$ cat config.mk
export PLATFORM = sky130hd
export DESIGN_NAME = grp_prio_arb
export DESIGN_NICKNAME = d
export VERILOG_FILES = /design/src/rtl/grp_prio_arb.sv
export SDC_FILE = /design/constraint.sdc
export NUM_CORES = 1
export LEC_CHECK = 0
export BUFFER_PORTS_ARGS = -buffer_cell sky130_fd_sc_hd__buf_2
export CAP_MARGIN = 20
export CORE_MARGIN = 5
export CORE_UTILIZATION = 38
export DETAILED_ROUTE_END_ITERATION = 12
export PLACE_DENSITY_LB_ADDON = 0.05
export REMOVE_ABC_BUFFERS = 1
export SLEW_MARGIN = 10
export SYNTH_ARGS = -nofsm -noshare
export SYNTH_HDL_FRONTEND = slang
export SYNTH_SLANG_ARGS = --single-unit
$ cat constraint.sdc
create_clock -name clk -period 1.7 [get_ports clk]
set_input_delay 0.34 -clock clk [delete_from_list [all_inputs] [get_ports clk]]
set_output_delay 0.34 -clock clk [all_outputs]
set_load 0.03 [all_outputs]
$ cat src/rtl/grp_prio_arb.sv
module grp_prio_arb #(
  parameter int NUM_CH   = 32,
  parameter int GRP_SIZE = 4,
  parameter int LEVELS   = 4,
  localparam int IDX_W   = (NUM_CH > 1) ? $clog2(NUM_CH) : 1
) (
  input  logic              clk,
  input  logic              rst_n,
  input  logic [NUM_CH-1:0] req,
  input  logic              done,
  input  logic [NUM_CH-1:0] irq_src,
  output logic [NUM_CH-1:0] gnt,
  output logic [IDX_W-1:0]  gnt_idx,
  output logic              gnt_vld,
  output logic [NUM_CH-1:0] irq_status,
  output logic              irq_any
);

  logic             win_found;
  logic [IDX_W-1:0] win_idx;

  always_comb begin
    win_found = 1'b0;
    win_idx   = '0;
    for (int l = 0; l < LEVELS; l++) begin
      for (int i = 0; i < NUM_CH; i++) begin
        if (!win_found && req[i] && ((i / GRP_SIZE) % LEVELS) == l) begin
          win_found = 1'b1;
          win_idx   = IDX_W'(i);
        end
      end
    end
  end

  always_ff @(posedge clk or negedge rst_n) begin
    if (!rst_n) begin
      gnt_vld <= 1'b0;
      gnt_idx <= '0;
    end else if (gnt_vld) begin
      if (done) gnt_vld <= 1'b0;
    end else if (win_found) begin
      gnt_vld <= 1'b1;
      gnt_idx <= win_idx;
    end
  end

  assign gnt = gnt_vld ? (NUM_CH'(1) << gnt_idx) : '0;

  always_ff @(posedge clk or negedge rst_n) begin
    if (!rst_n) irq_status <= '0;
    else        irq_status <= irq_src;
  end

  assign irq_any = |irq_status;

  AST_IDLE_TAKES_REQ: assert property (@(posedge clk) disable iff (!rst_n)
    (!gnt_vld && (|req)) |=> gnt_vld);
  AST_HOLD_GRANT: assert property (@(posedge clk) disable iff (!rst_n)
    (gnt_vld && !done) |=> (gnt_vld && $stable(gnt_idx)));
  AST_DONE_RELEASES: assert property (@(posedge clk) disable iff (!rst_n)
    (gnt_vld && done) |=> !gnt_vld);
  AST_NO_REQ_NO_GRANT: assert property (@(posedge clk) disable iff (!rst_n)
    (!gnt_vld && !(|req)) |=> !gnt_vld);
  AST_IDLE_ZERO: assert property (@(posedge clk) disable iff (!rst_n)
    !gnt_vld |-> (gnt == '0));
  AST_GNT_ONEHOT: assert property (@(posedge clk) disable iff (!rst_n)
    gnt_vld |-> ($countones(gnt) == 1 && gnt[gnt_idx]));
  AST_IRQ_FOLLOWS: assert property (@(posedge clk) disable iff (!rst_n)
    rst_n |=> (irq_status == $past(irq_src)));

endmodule

# Word-level counts from Yosys, hierarchy flattened
# Index checks and enable logic that the tools add are counted.
[totals]
register_bits = 38
output_inout_bits = 71
word_cells = 136
[classes]
shifts = 1
muxes = 67
bitwise_logic = 1
reduce_logical = 64
[op_table]
columns = ["operator", "count"]
rows = [
  ["$mux 5", 28],
  ["$mux 1", 36],
  ["$mux 32", 1],
  ["$reduce_or 32->1", 1],
  ["$shl 1x5->32 const A", 1],
  ["$logic_and 1x1->1", 31],
  ["$logic_not 1->1", 31],
  ["$mux 2", 2],
  ["$reduce_and 2->1", 1],
  ["$not 1->1", 1],
]

# Logic depth before layout (Yosys ltp)
# Gate-level depths: netlist (run 1).
[logic_depth]
word_depth = 96
depth_mapped = 6
mapped_depth_nobuf = 5

# Worst setup path before layout (run 1)
# No wires, ideal clock.
[synth_timing]
path_kind = "input to register"
startpoint = "in req[1]"
endpoint = "reg gnt_idx[3]"
setup_ns = 0.128
t_arrival_ns = 1.807
t_required_ns = 1.572
path_slack_ns = -0.235
stages = 5
cell_sequence = "or4_1 > buf_2 > nor4_4 > a31o_4 > mux2_1"
[synth_via]
elab_chain_len = 93
word_cells_on_any_way = 120
[synth_rtl]
columns = ["element", "line", "source"]
rows = [
  ["from (decl)", "9", "input logic [NUM_CH-1:0] req,"],
  ["$logic_and 1x1->1 (*)", "27", "if (!win_found && req[i] && ((i / GRP_SIZE) % LEVELS) == l) begin"],
  ["$mux 1 (*)", "27", ""],
  ["$logic_not 1->1", "27", ""],
  ["$logic_and 1x1->1", "27", ""],
  ["$mux 1 (*)", "27", ""],
  ["$logic_not 1->1", "27", ""],
  ["$logic_and 1x1->1", "27", ""],
  ["$mux 1 (*)", "27", ""],
  ["(+77 left out)", "--", ""],
  ["$mux 1", "27", ""],
  ["$logic_not 1->1", "27", ""],
  ["$logic_and 1x1->1", "27", ""],
  ["$mux 1", "27", ""],
  ["$logic_not 1->1", "27", ""],
  ["$logic_and 1x1->1", "27", ""],
  ["$mux 1", "27", ""],
  ["$reduce_and 2->1 (no line)", "--", ""],
  ["to (signal assigned)", "43", "gnt_idx <= win_idx;"],
  ["to (decl)", "13", "output logic [IDX_W-1:0] gnt_idx,"],
]
# Mark *: on every way between the ends. The rest lies on a longest branch, timed or not.
# A chain may end at the register's enable or synchronous reset.

# Final worst setup path (run 1)
[layout_timing]
startpoint = "reg irq_status[15]"
endpoint = "out irq_any"
[layout_via]
elab_chain_len = 1
[layout_rtl]
columns = ["element", "line", "source"]
rows = [
  ["from (decl)", "15", "output logic [NUM_CH-1:0] irq_status,"],
  ["from (signal assigned)", "51", "else irq_status <= irq_src;"],
  ["$reduce_or 32->1", "54", "assign irq_any = |irq_status;"],
  ["to (decl)", "16", "output logic irq_any"],
]
# No other way between the ends.

==> impl_results.md, run 1 <==
- Status: complete, but fails checks
- Violated checks: negative setup slack
- Nets: 418
- IO buf count: 137
- Final Critical Period: 1.86 ns
- CTS Sinks: 38
- DR DRC count: 0
- Complex-gate fraction of the synthesized area: 0.110
- Critical Path Fanout Max: 2
- Crit share post-route: 1.10
- Xor/xnor share of the synthesized area: 0
- TritonRoute pass-1 iters: 4
- Fin. max-slew vios: 0
- Post-DR vias/cell: 4.98
- WP buf/inv: 1
- Final setup fails: 14
- Final Hold Viols: 0
- Warnings, synthesis: 0
- Most common cell in the netlist: nor2_1
- Die span in x: roughly 76 um
- Primary FF master, synth: dfrtp_1
- Skew final: about 0.0016 ns
- Req. time, crit path: 1.36 ns
- DP Wirelength: roughly 4.6 mm
- Hold Path Class: input port to async pin
- RSZ-0062 raised after global routing: true
- Congestion Overflow GR: 0
- Largest net degree at the start of global routing: 39
- Core Area: approximately 4300 sq um
- Crit Path Class: register to output port
- Sequential share of the synthesized area: 0.567
- Setup ws final: -0.162 ns
- # rows: 24
- Clock Tree Root: clkbuf_8
- Actual slew at the worst max-slew pin: 0.459 ns
- Initial DRC count: 54
- Asr flop ratio synth: 1.00
- Antenna violations before repair: 0
- Die Ht: roughly 76 um
- Post-synthesis cell count: around 170
- First-pass GRT wire length: a little under 9 mm
- Drt wl/cell: ~15 um
- DRT Wirelength: between 6 and 7 mm
- Routability Congestion: between 0.7 and 0.8
- Top delay family on crit path: simple AND/OR/NAND/NOR gates
- Worst-path clk slew: 0.07 ns
- Synth top area share: 0.567
- EDFF count, synth: 0
- Die area: 5840 sq um
- Worst slew margin: 0.694
- Avg Cell Area, Syn: about 10 sq um
- Slowest Stage Delay on Critical Path: around 0.38 ns
- Number of global-route vias before repair: 1887
- Area grow syn2layout: 90.4%
- Fill cells: about 310
- Total track usage: 0.181
- Post-Syn Area: ~1700 sq um
- Initial Utilization: 0.388
- Final std cell area, no fill: ~3200 sq um
- Mux contribution to synthesized area: 0.00672
- Largest area contributor in the netlist: dfrtp_1
- Pre-CTS setup slack: -0.384 ns
- Worst VDD drop: between 600 and 700 uV
- CTS buffer count: 5
- CP arrival: between 1.5 and 2 ns
- Vias: between 2000 and 2500
- CTS tree: yes
- Final ANT Viol Nets: 0
- Max-cap violations: 0
- PwrDens: between 900 and 1000 nW/um^2
- Critical path's slowest cell: dfrtp_1
- CP startpoint kind: register
- Library cells used by synthesis: 34
- # diodes: 0
- Synth Area in Simple Gates: 0.290
- Post-synthesis adder-cell area fraction: 0
- Leakage: around 1.6 nW
- Clock Tree Buf Depth: 2
- Fmax: 537 MHz
- Top cells by count, synth: nor2_1 (42), dfrtp_1 (38), nor4_1 (10)
- Register bit count reported by yosys: 38
- CTS H-tree depth: 2
- Crit path cell chain: nor4_2 -> nand4_1 -> or2_4 -> buf_6
- Worst skew pair latency: about 0.28 ns
- Placement Cell Area: roughly 2700 sq um
- Layout cells sized above 1: 0.673
- Crit. End Element: output port
- IO Pins: 138
- Largest family of logic cells by synthesized area: simple AND/OR/NAND/NOR gates
- Area contributors post-synth: dfrtp_1 (57%), nor2_1 (9.4%), nor4_1 (3.7%)
final cells by class:
class	instances	area [sq um]	share of cell area
clock inverter	1	5.00	0.00157
sequential	38	956	0.299
timing repair buffer	182	1180	0.369
tap	52	65.1	0.0204
inverter	6	22.5	0.00706
clock buffer	7	86.3	0.0270
multi-input combinational	118	880	0.276
final timing paths:
path | to | start | slack (ns) | cells past startpoint
max reg2reg | gnt_idx[4]$_DFFE_PN0P_ | gnt_vld$_DFF_PN0_ | 0.39 | 4
max in group asynchronous | gnt_idx[2]$_DFFE_PN0P_ | rst_n | 1.26 | 2
min | irq_status[25]$_DFF_PN0_ | rst_n | 0.09 | 2
max | irq_any | irq_status[15]$_DFF_PN0_ | -0.16 | 4
min reg2reg | gnt_idx[2]$_DFFE_PN0P_ | gnt_idx[2]$_DFFE_PN0P_ | 0.59 | 2
min in group clk | irq_status[28]$_DFF_PN0_ | irq_src[28] | 0.16 | 1
stage by stage:
| stage | hold slack, ns | total power [mW] | std cells | setup TNS, ns | utilization |
|---|---|---|---|---|---|
| after floorplan | 0.0444 | 1.58 | 162 | -2.30 | - |
| after global placement | 0.407 | 1.98 | 387 | -1.44 | 0.619 |
| after detailed placement | 0.407 | 2.00 | 387 | -1.77 | 0.619 |
| after CTS | 0.102 | 2.65 | 398 | -0.196 | 0.663 |
| after global routing | 0.131 | 3.04 | 404 | -2.47 | 0.738 |
| final | 0.0936 | 2.89 | 404 | -0.611 | 0.738 |
sequential cells by signal (all words and copies together), names as in the netlist:
name / cells
irq_status: 32
gnt_idx: 5
gnt_vld: 1
where the power goes:
group | switching (mW) | leakage (nW) | internal (mW) | total [mW]
combinational | 0.733 | 1.09 | 0.477 | 1.21
clock | 0.277 | 0.0482 | 0.326 | 0.603
sequential | 0.0881 | 0.444 | 0.987 | 1.07
total | 1.10 | 1.58 | 1.79 | 2.89
logic make-up (layout without fill, tap and decap cells):
family                 Yosys count  count (layout)
AOI/OAI and AO/OA               23              23
buffers and inverters           11             196
DFF                             38              38
muxes                            1               1
and+or+nand+nor                 94              94
routing by layer:
metal	up-vias	global-route usage	share of wire
li1	966	-	-
met3	5	0.0626	0.085
met4	0	0.0210	0.0038
met5	-	0	0
met2	90	0.312	0.52
met1	951	0.224	0.40
cells in the final DEF (no fill, tap or decap), drive strengths merged, types with 2 or more instances in the layout:
master,netlist,routed
a21oi,4,4
nor3,8,8
nand4,3,3
nor2,42,42
o41ai,2,2
o31ai,3,3
dfrtp,38,38
nor4,11,11
clkbuf,3,7
a211oi,3,3
nand2b,3,3
or4,7,7
buf,2,182
nand2,7,7
inv,6,6
o21ai,2,2
nor2b,5,5
nand3,4,4
a221oi,2,2
or2,2,2
what timing repair did:
item | CTS | global route
hold buffers | 0 | 0
resized for setup | 22 | 108
setup endpoints to repair | 30 | 37
setup buffers | 3 | 6
pin swaps | 7 | 19
No activity file was read; power rests on OpenSTA's default activity.
==> run 2, diff against run 1 <==
Settings changed: ABC_AREA set to 1, CORE_UTILIZATION 38 to 40.
==> impl_results.md, run 2 <==
- Status: complete, but fails checks
- Violated checks: negative setup slack
- Switching Power: 1.07 mW (-2.5%)
- Drt wl/cell: 14.0 um (-7.1%)
- Crit. End Element: register
- Seq pwr share: 0.361 (-0.011)
- Power share of the clock group: 0.257 (+0.048)
- Setup ws final: -0.422 ns (-0.260 ns)
- Asr flop ratio synth: 1.00 (unchanged)
- Hold_buf cts: 0 (unchanged)
- IO buf count: 137 (unchanged)
- CTS buffer count: 5 (unchanged)
- Sw frac: 0.367 (-0.0134)
- Area contributors post-synth: dfrtp_1 (50%), nor2_1 (8.5%), nand4_1 (7.3%)
- Clock Tree Buf Depth: 2 (unchanged)
- # diodes: 0 (unchanged)
- Top cells by count, synth: nor2_1 (43), dfrtp_1 (38), inv_1 (29)
- Critical Path Fanout Max: 6 (+4)
- FF-to-FF End: gnt_idx[1]$_DFFE_PN0P_
- Fmax: 471 MHz (-12%)
- Max-cap violations: 0 (unchanged)
- Biggest regs: irq_status: 32 flops, gnt_idx: 5 flops, gnt_vld: 1 flops
- Area of the multi-input gates: 915 sq um (+4.0%)
- Req. time, crit path: 1.86 ns (+0.50 ns)
- Avg Cell Area, Syn: 8.83 sq um (-12%)
- Placed Cells: 422 (+9.0%)
- DP Wirelength: 4.65 mm (+1.4%)
- Warnings, synthesis: 0 (unchanged)
- Synth top area share: 0.501 (-0.0662)
- Max reg flops: 32 (unchanged)
- Die span in x: 78.9 um (+3.2%)
- Fill cells: 383 (+24%)
- Total track usage: 0.196 (+0.0158)
- Largest net degree at the start of global routing: 39 (unchanged)
- EDFF count, synth: 0 (unchanged)
- DR DRC count: 0 (unchanged)
- CTS H-tree depth: 2 (unchanged)
- Most flops, register: irq_status
- Comb power frac: 0.382 (-0.037)
- IO Pins: 138 (unchanged)
- Fin cells: 447 (+11%)
- Number of global-route vias before repair: 2175 (+15%)
- Register bit count reported by yosys: 38 (unchanged)
- Routability Congestion: 0.825 (+5.2%)
- Vias: 2206 (+9.6%)
- Actual slew at the worst max-slew pin: 0.470 ns (+0.0107 ns)
- Worst skew pair latency: 0.27 ns (about the same)
- Crit share post-route: 1.25 (+0.153)
- CTS tree: yes
- Fin. max-slew vios: 0 (unchanged)
- Post-DR vias/cell: 4.94 (-0.91%)
- Pre-CTS setup slack: -0.788 ns (-0.403 ns)
- Crit Path Class: input port to register
- Reg2Reg Depth: 3 (-1)
- Leakage: 1.70 nW (+7.7%)
- Reg2Reg Launch Point: gnt_idx[1]$_DFFE_PN0P_
- Antenna violations before repair: 0 (unchanged)
- Final setup fails: 10 (-4)
- Min Hold Slack: 0.0986 ns (+0.00506 ns)
- Post-synthesis cell count: 215 (+29%)
- CTS Sinks: 38 (unchanged)
- Clock Tree Root: clkbuf_8
- Area grow syn2layout: 71.7%
- PwrDens: 896 nW/um^2 (-0.96%)
- Storage cell area: 952 sq um (-0.39%)
- Cell-internal power: 1.85 mW (+3.3%)
- Layout cells sized above 1: 0.560 (-0.113)
- Core Area: 4660 sq um (+7.8%)
- Sequential share of the synthesized area: 0.501 (-0.0662)
- # rows: 25 (+4.2%)
- Congestion Overflow GR: 0 (unchanged)
- Final Hold Viols: 0 (unchanged)
- Primary FF master, synth: dfrtp_1
- Post-Syn Area: 1900 sq um (+13%)
- Largest area contributor in the netlist: dfrtp_1
- Hold Path Class: input port to async pin
- TritonRoute pass-1 iters: 4 (unchanged)
- Initial DRC count: 97 (+80%)
- Worst slew margin: 0.678 (-0.0152)
- Commonest non-fill, non-tap cell in the layout: buf_2
- Die area: 6220 sq um (+6.5%)
- Final ANT Viol Nets: 0 (unchanged)
- Most frequent cells in the layout: buf_2 (110), buf_4 (53), nor2_1 (41)
- Most common cell in the netlist: nor2_1
- Reg2reg setup slack: 0.73 ns (+0.34 ns)
- CP arrival: 2.28 ns (+0.76 ns)
- RSZ-0062 raised after global routing: true
- Final Critical Period: 2.12 ns (+0.260 ns)
- Nets: 460 (+10%)
- DRT Wirelength: 6.26 mm (+2.8%)
- CP startpoint kind: input port
- Worst VDD drop: 456 uV (-27%)
- Worst-path clk slew: 0.07 ns (about the same)
- Skew final: 0.000102 ns (-0.00145 ns)
- Initial Utilization: 0.407 (+0.0195)
- Library cells used by synthesis: 26 (-24%)
- First-pass GRT wire length: 9.86 mm (+11%)
- Die Ht: 78.9 um (+3.2%)
## run 2: cell count changes after synthesis, sizes merged, moves of 3 or more
cell    change
or4         -7
nand2b      -3
a21oi       +3
nor2b       -5
inv        +23
nor4        -3
nand4      +25
o21ai       +3
o31ai       -3
nand2      +13
nor3        -4
nand3       +3
a211oi      -3
nor2        +8
## run 2: worst max-delay path by stage
stage,startpoint,end,slack [ns],cells after the start
global route,req[2],gnt_idx[0]$_DFFE_PN0P_,-0.62,18
detailed placement,req[1],gnt_idx[1]$_DFFE_PN0P_,-0.79,17
finish,req[1],gnt_vld$_DFF_PN0_,-0.42,17
global placement,req[1],gnt_idx[1]$_DFFE_PN0P_,-0.69,17
floorplan,req[2],gnt_vld$_DFF_PN0_,-0.50,16
CTS,req[2],gnt_idx[2]$_DFFE_PN0P_,-0.42,18
## run 2: through the flow
step	utilization	TNS (ns)	cell area (sq um)	total power [mW]
floorplan	-	-6.34	1870	1.60
global placement	0.599	-4.13	2790	1.98
detailed placement	0.599	-4.72	2790	1.99
CTS	0.664	-2.77	3100	2.84
global route	0.699	-5.14	3260	3.09
finish	0.699	-2.65	3260	2.92
## run 2: cell type report
type,count,share of cell area
clock buffers,6,0.0253
repair buffers,176,0.333
well taps,54,0.0207
flip-flops and latches,38,0.292
repair inverters,1,0.00230
clock inverters,1,0.00922
inverters,30,0.0365
multi-input cells,141,0.281
## run 2: critical path: stages
cell and delay, ns:
buf_6 0.10, nor2_4 0.11, nand2_2 0.09, nor2_4 0.13
nand4_4 0.10, nor2_4 0.13, nand4_4 0.11, nor2_4 0.13
nand4_4 0.10, nor2_4 0.12, nand4_4 0.10, nor2_4 0.12
nand4_4 0.10, nor2_4 0.16, nand4_4 0.13, nand2_4 0.14
o21ai_1 0.07
## run 2: cells by family after synthesis
| logic type | share of synthesized area |
|---|---|
| flops | 0.501 |
| buf+inv | 0.0751 |
| compound gates | 0.0580 |
| simple gates | 0.366 |
## run 2: power by group through the flow
stage                     Sequential (mW)  Clock [mW]  Combinational, mW
after detailed placement             1.04           0              0.952
after global placement               1.04           0              0.944
after global routing                 1.07       0.809               1.22
after floorplan                      1.23           0              0.371
final                                1.05       0.751               1.12
after CTS                            1.04       0.772               1.03
## run 2: what timing repair did
action                                 4_1_cts  5_1_grt
resized for setup                           35       27
buffers inserted                            10        6
pin swaps                                   10        4
setup endpoints to repair                   39       36
cloned                                       1        1
endpoints found under the hold margin        0        0
## run 2: metal layers
| metal | global-route usage | wire, um | vias up |
|---|---|---|---|
| li1 | - | - | 1084 |
| met1 | 0.221 | 2380 | 1027 |
| met2 | 0.369 | 3340 | 84 |
| met3 | 0.0397 | 428 | 11 |
| met4 | 0.0636 | 109 | 0 |
| met5 | 0 | 0 | - |
==> run 3, diff against run 2 <==
Settings changed: ABC_AREA 1 to unset, CORE_MARGIN 5 to 2, CORE_UTILIZATION 40 to 38, SLEW_MARGIN 10 to 20.
==> impl_results.md, run 3 (synthesis results as in run 1) <==
- Max reg flops: 32 (unchanged)
- Slowest Stage Delay on Critical Path: 0.48 ns (+0.32 ns)
- RSZ-0062 raised after global routing: true
- Most frequent cells in the layout: buf_2 (102), buf_4 (61), dfrtp_1 (34)
- Commonest non-fill, non-tap cell in the layout: buf_2
- # rows: 24 (-4.0%)
- Die span in x: 70.4 um (-11%)
- Drt wl/cell: 14.0 um (-0.14%)
- Post-DR vias/cell: 4.91 (-0.58%)
- Setup ws final: -0.173 ns (+0.249 ns)
- Initial Utilization: 0.390 (-0.0168)
- Crit path cell chain: buf_12 -> nor2b_4 -> nand2_2 -> nor2_1 -> buf_4
- CP arrival: 1.53 ns (-0.75 ns)
- CTS tree: yes
- IO buf count: 137 (unchanged)
- Initial DRC count: 80 (-18%)
- Nets: 421 (-8.5%)
- Fmax: 534 MHz (+13%)
- IO Pins: 138 (unchanged)
- First-pass GRT wire length: 7.93 mm (-20%)
- Reg2reg setup slack: 0.33 ns (-0.40 ns)
- Crit Path Class: register to output port
- Critical path's slowest cell: dfrtp_2
- Min Hold Slack: -0.00790 ns (-0.107 ns)
- Max-cap violations: 0 (unchanged)
- Die area: 4960 sq um (-20%)
- Hold_buf cts: 0 (unchanged)
- CTS buffer count: 5 (unchanged)
- Actual slew at the worst max-slew pin: 0.436 ns (-0.0339 ns)
- Leakage: 1.63 nW (-4.3%)
- Vias: 1997 (-9.5%)
- Critical Path End: gnt[21]
- Setup TNS: -1.05 ns (+1.60 ns)
- Core Area: 4290 sq um (-7.9%)
- Critical Path Fanout Max: 5 (-1)
- Reg2Reg Depth: 4 (+1)
- DRT Wirelength: 5.69 mm (-9.1%)
- Finished Core Util: 0.773 (+0.0740)
- Worst skew pair latency: 0.28 ns (about the same)
- Setup crit start: gnt_idx[3]$_DFFE_PN0P_
- Final Critical Period: 1.87 ns (-0.249 ns)
- Final Hold Viols: 18 (+18)
- CTS H-tree depth: 2 (unchanged)
- CTS Sinks: 38 (unchanged)
- Area grow syn2layout: 98.0%
- # diodes: 0 (unchanged)
- Fin. max-slew vios: 0 (unchanged)
- Worst slew margin: 0.709 (+0.0307)
- Reg2Reg Launch Point: gnt_vld$_DFF_PN0_
- Worst VDD drop: 644 uV (+41%)
- PwrDens: 993 nW/um^2 (+11%)
- CP startpoint kind: register
- Hold Path Class: input port to async pin
- Status: complete, but fails checks
- Routability Congestion: 0.803 (-2.6%)
- Crit share post-route: 1.10 (-0.146)
- Number of global-route vias before repair: 1774 (-18%)
- TritonRoute pass-1 iters: 4 (unchanged)
- Skew final: 0.000202 ns (+0.0000996 ns)
- Violated checks: negative hold slack, negative setup slack
- Crit. End Element: output port
- DR DRC count: 0 (unchanged)
- Biggest regs: irq_status: 32 flops, gnt_idx: 5 flops, gnt_vld: 1 flops
- Final setup fails: 14 (+4)
- Largest net degree at the start of global routing: 21 (-46%)
- Most flops, register: irq_status
- Worst-path clk slew: 0.07 ns (about the same)
- Total track usage: 0.200 (+0.00316)
- Fill cells: 270 (-30%)
- Req. time, crit path: 1.36 ns (-0.50 ns)
- Clock Tree Root: clkbuf_8
- Layout cells sized above 1: 0.690 (+0.130)
- Clock Tree Buf Depth: 2 (unchanged)
- Congestion Overflow GR: 0 (unchanged)
- Final ANT Viol Nets: 0 (unchanged)
- Die Ht: 70.4 um (-11%)
- FF-to-FF End: gnt_idx[4]$_DFFE_PN0P_
- Antenna violations before repair: 0 (unchanged)
- DP Wirelength: 4.03 mm (-13%)
-- run 3: changes by cell type in the layout (fill, tap and decap cells not counted), sizes merged, moves of 5 or more --
cell and delta:
buf +14, clkbuf -5, inv -23, nand2 -13, nand4 -25, nor2 -8, nor2b +5, or4 +7
-- run 3: metal layers --
layer / track usage / vias up / share of wire
met4: 0.0385 / 0 / 0.0058
met2: 0.336 / 82 / 0.52
li1: - / 976 / -
met3: 0.0447 / 4 / 0.059
met5: 0 / - / 0
met1: 0.265 / 935 / 0.41
-- run 3: layout make-up --
| class | instances | area, sq um | share of cell area |
|---|---|---|---|
| clock buffer | 6 | 82.6 | 0.0249 |
| clock inverter | 2 | 60.1 | 0.0181 |
| inverter | 6 | 22.5 | 0.00678 |
| multi-input combinational | 118 | 900 | 0.271 |
| sequential | 38 | 956 | 0.288 |
| tap | 52 | 65.1 | 0.0196 |
| timing repair buffer | 185 | 1230 | 0.372 |
-- run 3: worst min-delay path by stage --
stage,end,slack (ns),cells past startpoint
3_5_place_dp,irq_status[24]$_DFF_PN0_,0.31,1
5_1_grt,irq_status[25]$_DFF_PN0_,0.01,1
3_3_place_gp,irq_status[24]$_DFF_PN0_,0.30,1
2_1_floorplan,gnt_idx[0]$_DFFE_PN0P_,0.04,0
6_report,irq_status[24]$_DFF_PN0_,-0.008,1
4_1_cts,irq_status[24]$_DFF_PN0_,0.0008,1
-- run 3: per-stage QoR --
| step | setup WS (ns) | power [mW] | area [sq um] | instances |
|---|---|---|---|---|
| global route | -0.255 | 3.46 | 3320 | 407 |
| finish | -0.173 | 3.30 | 3320 | 407 |
| floorplan | -0.257 | 1.58 | 1660 | 162 |
| CTS | -0.166 | 2.97 | 2910 | 397 |
| global placement | -0.293 | 1.99 | 2700 | 388 |
| detailed placement | -0.335 | 2.00 | 2700 | 388 |
-- run 3: critical path, delay by kind of cell, from the launching register on --
family	cells	cell delay, ns
flip-flops	1	0.48
AND/OR/NAND/NOR	3	0.41
buffers and inverters	2	0.35
-- run 3: power by group --
group	internal [mW]	total, mW	switching [mW]
sequential	0.986	1.06	0.0753
clock	0.626	0.928	0.303
combinational	0.543	1.31	0.764
total	2.15	3.30	1.14
-- run 3: timing repair --
| item | in CTS | in global routing |
|---|---|---|
| gates cloned | 0 | 0 |
| setup buffers | 1 | 10 |
| resized for setup | 19 | 122 |
| pin swaps | 5 | 17 |
| endpoints found under the setup margin | 32 | 37 |
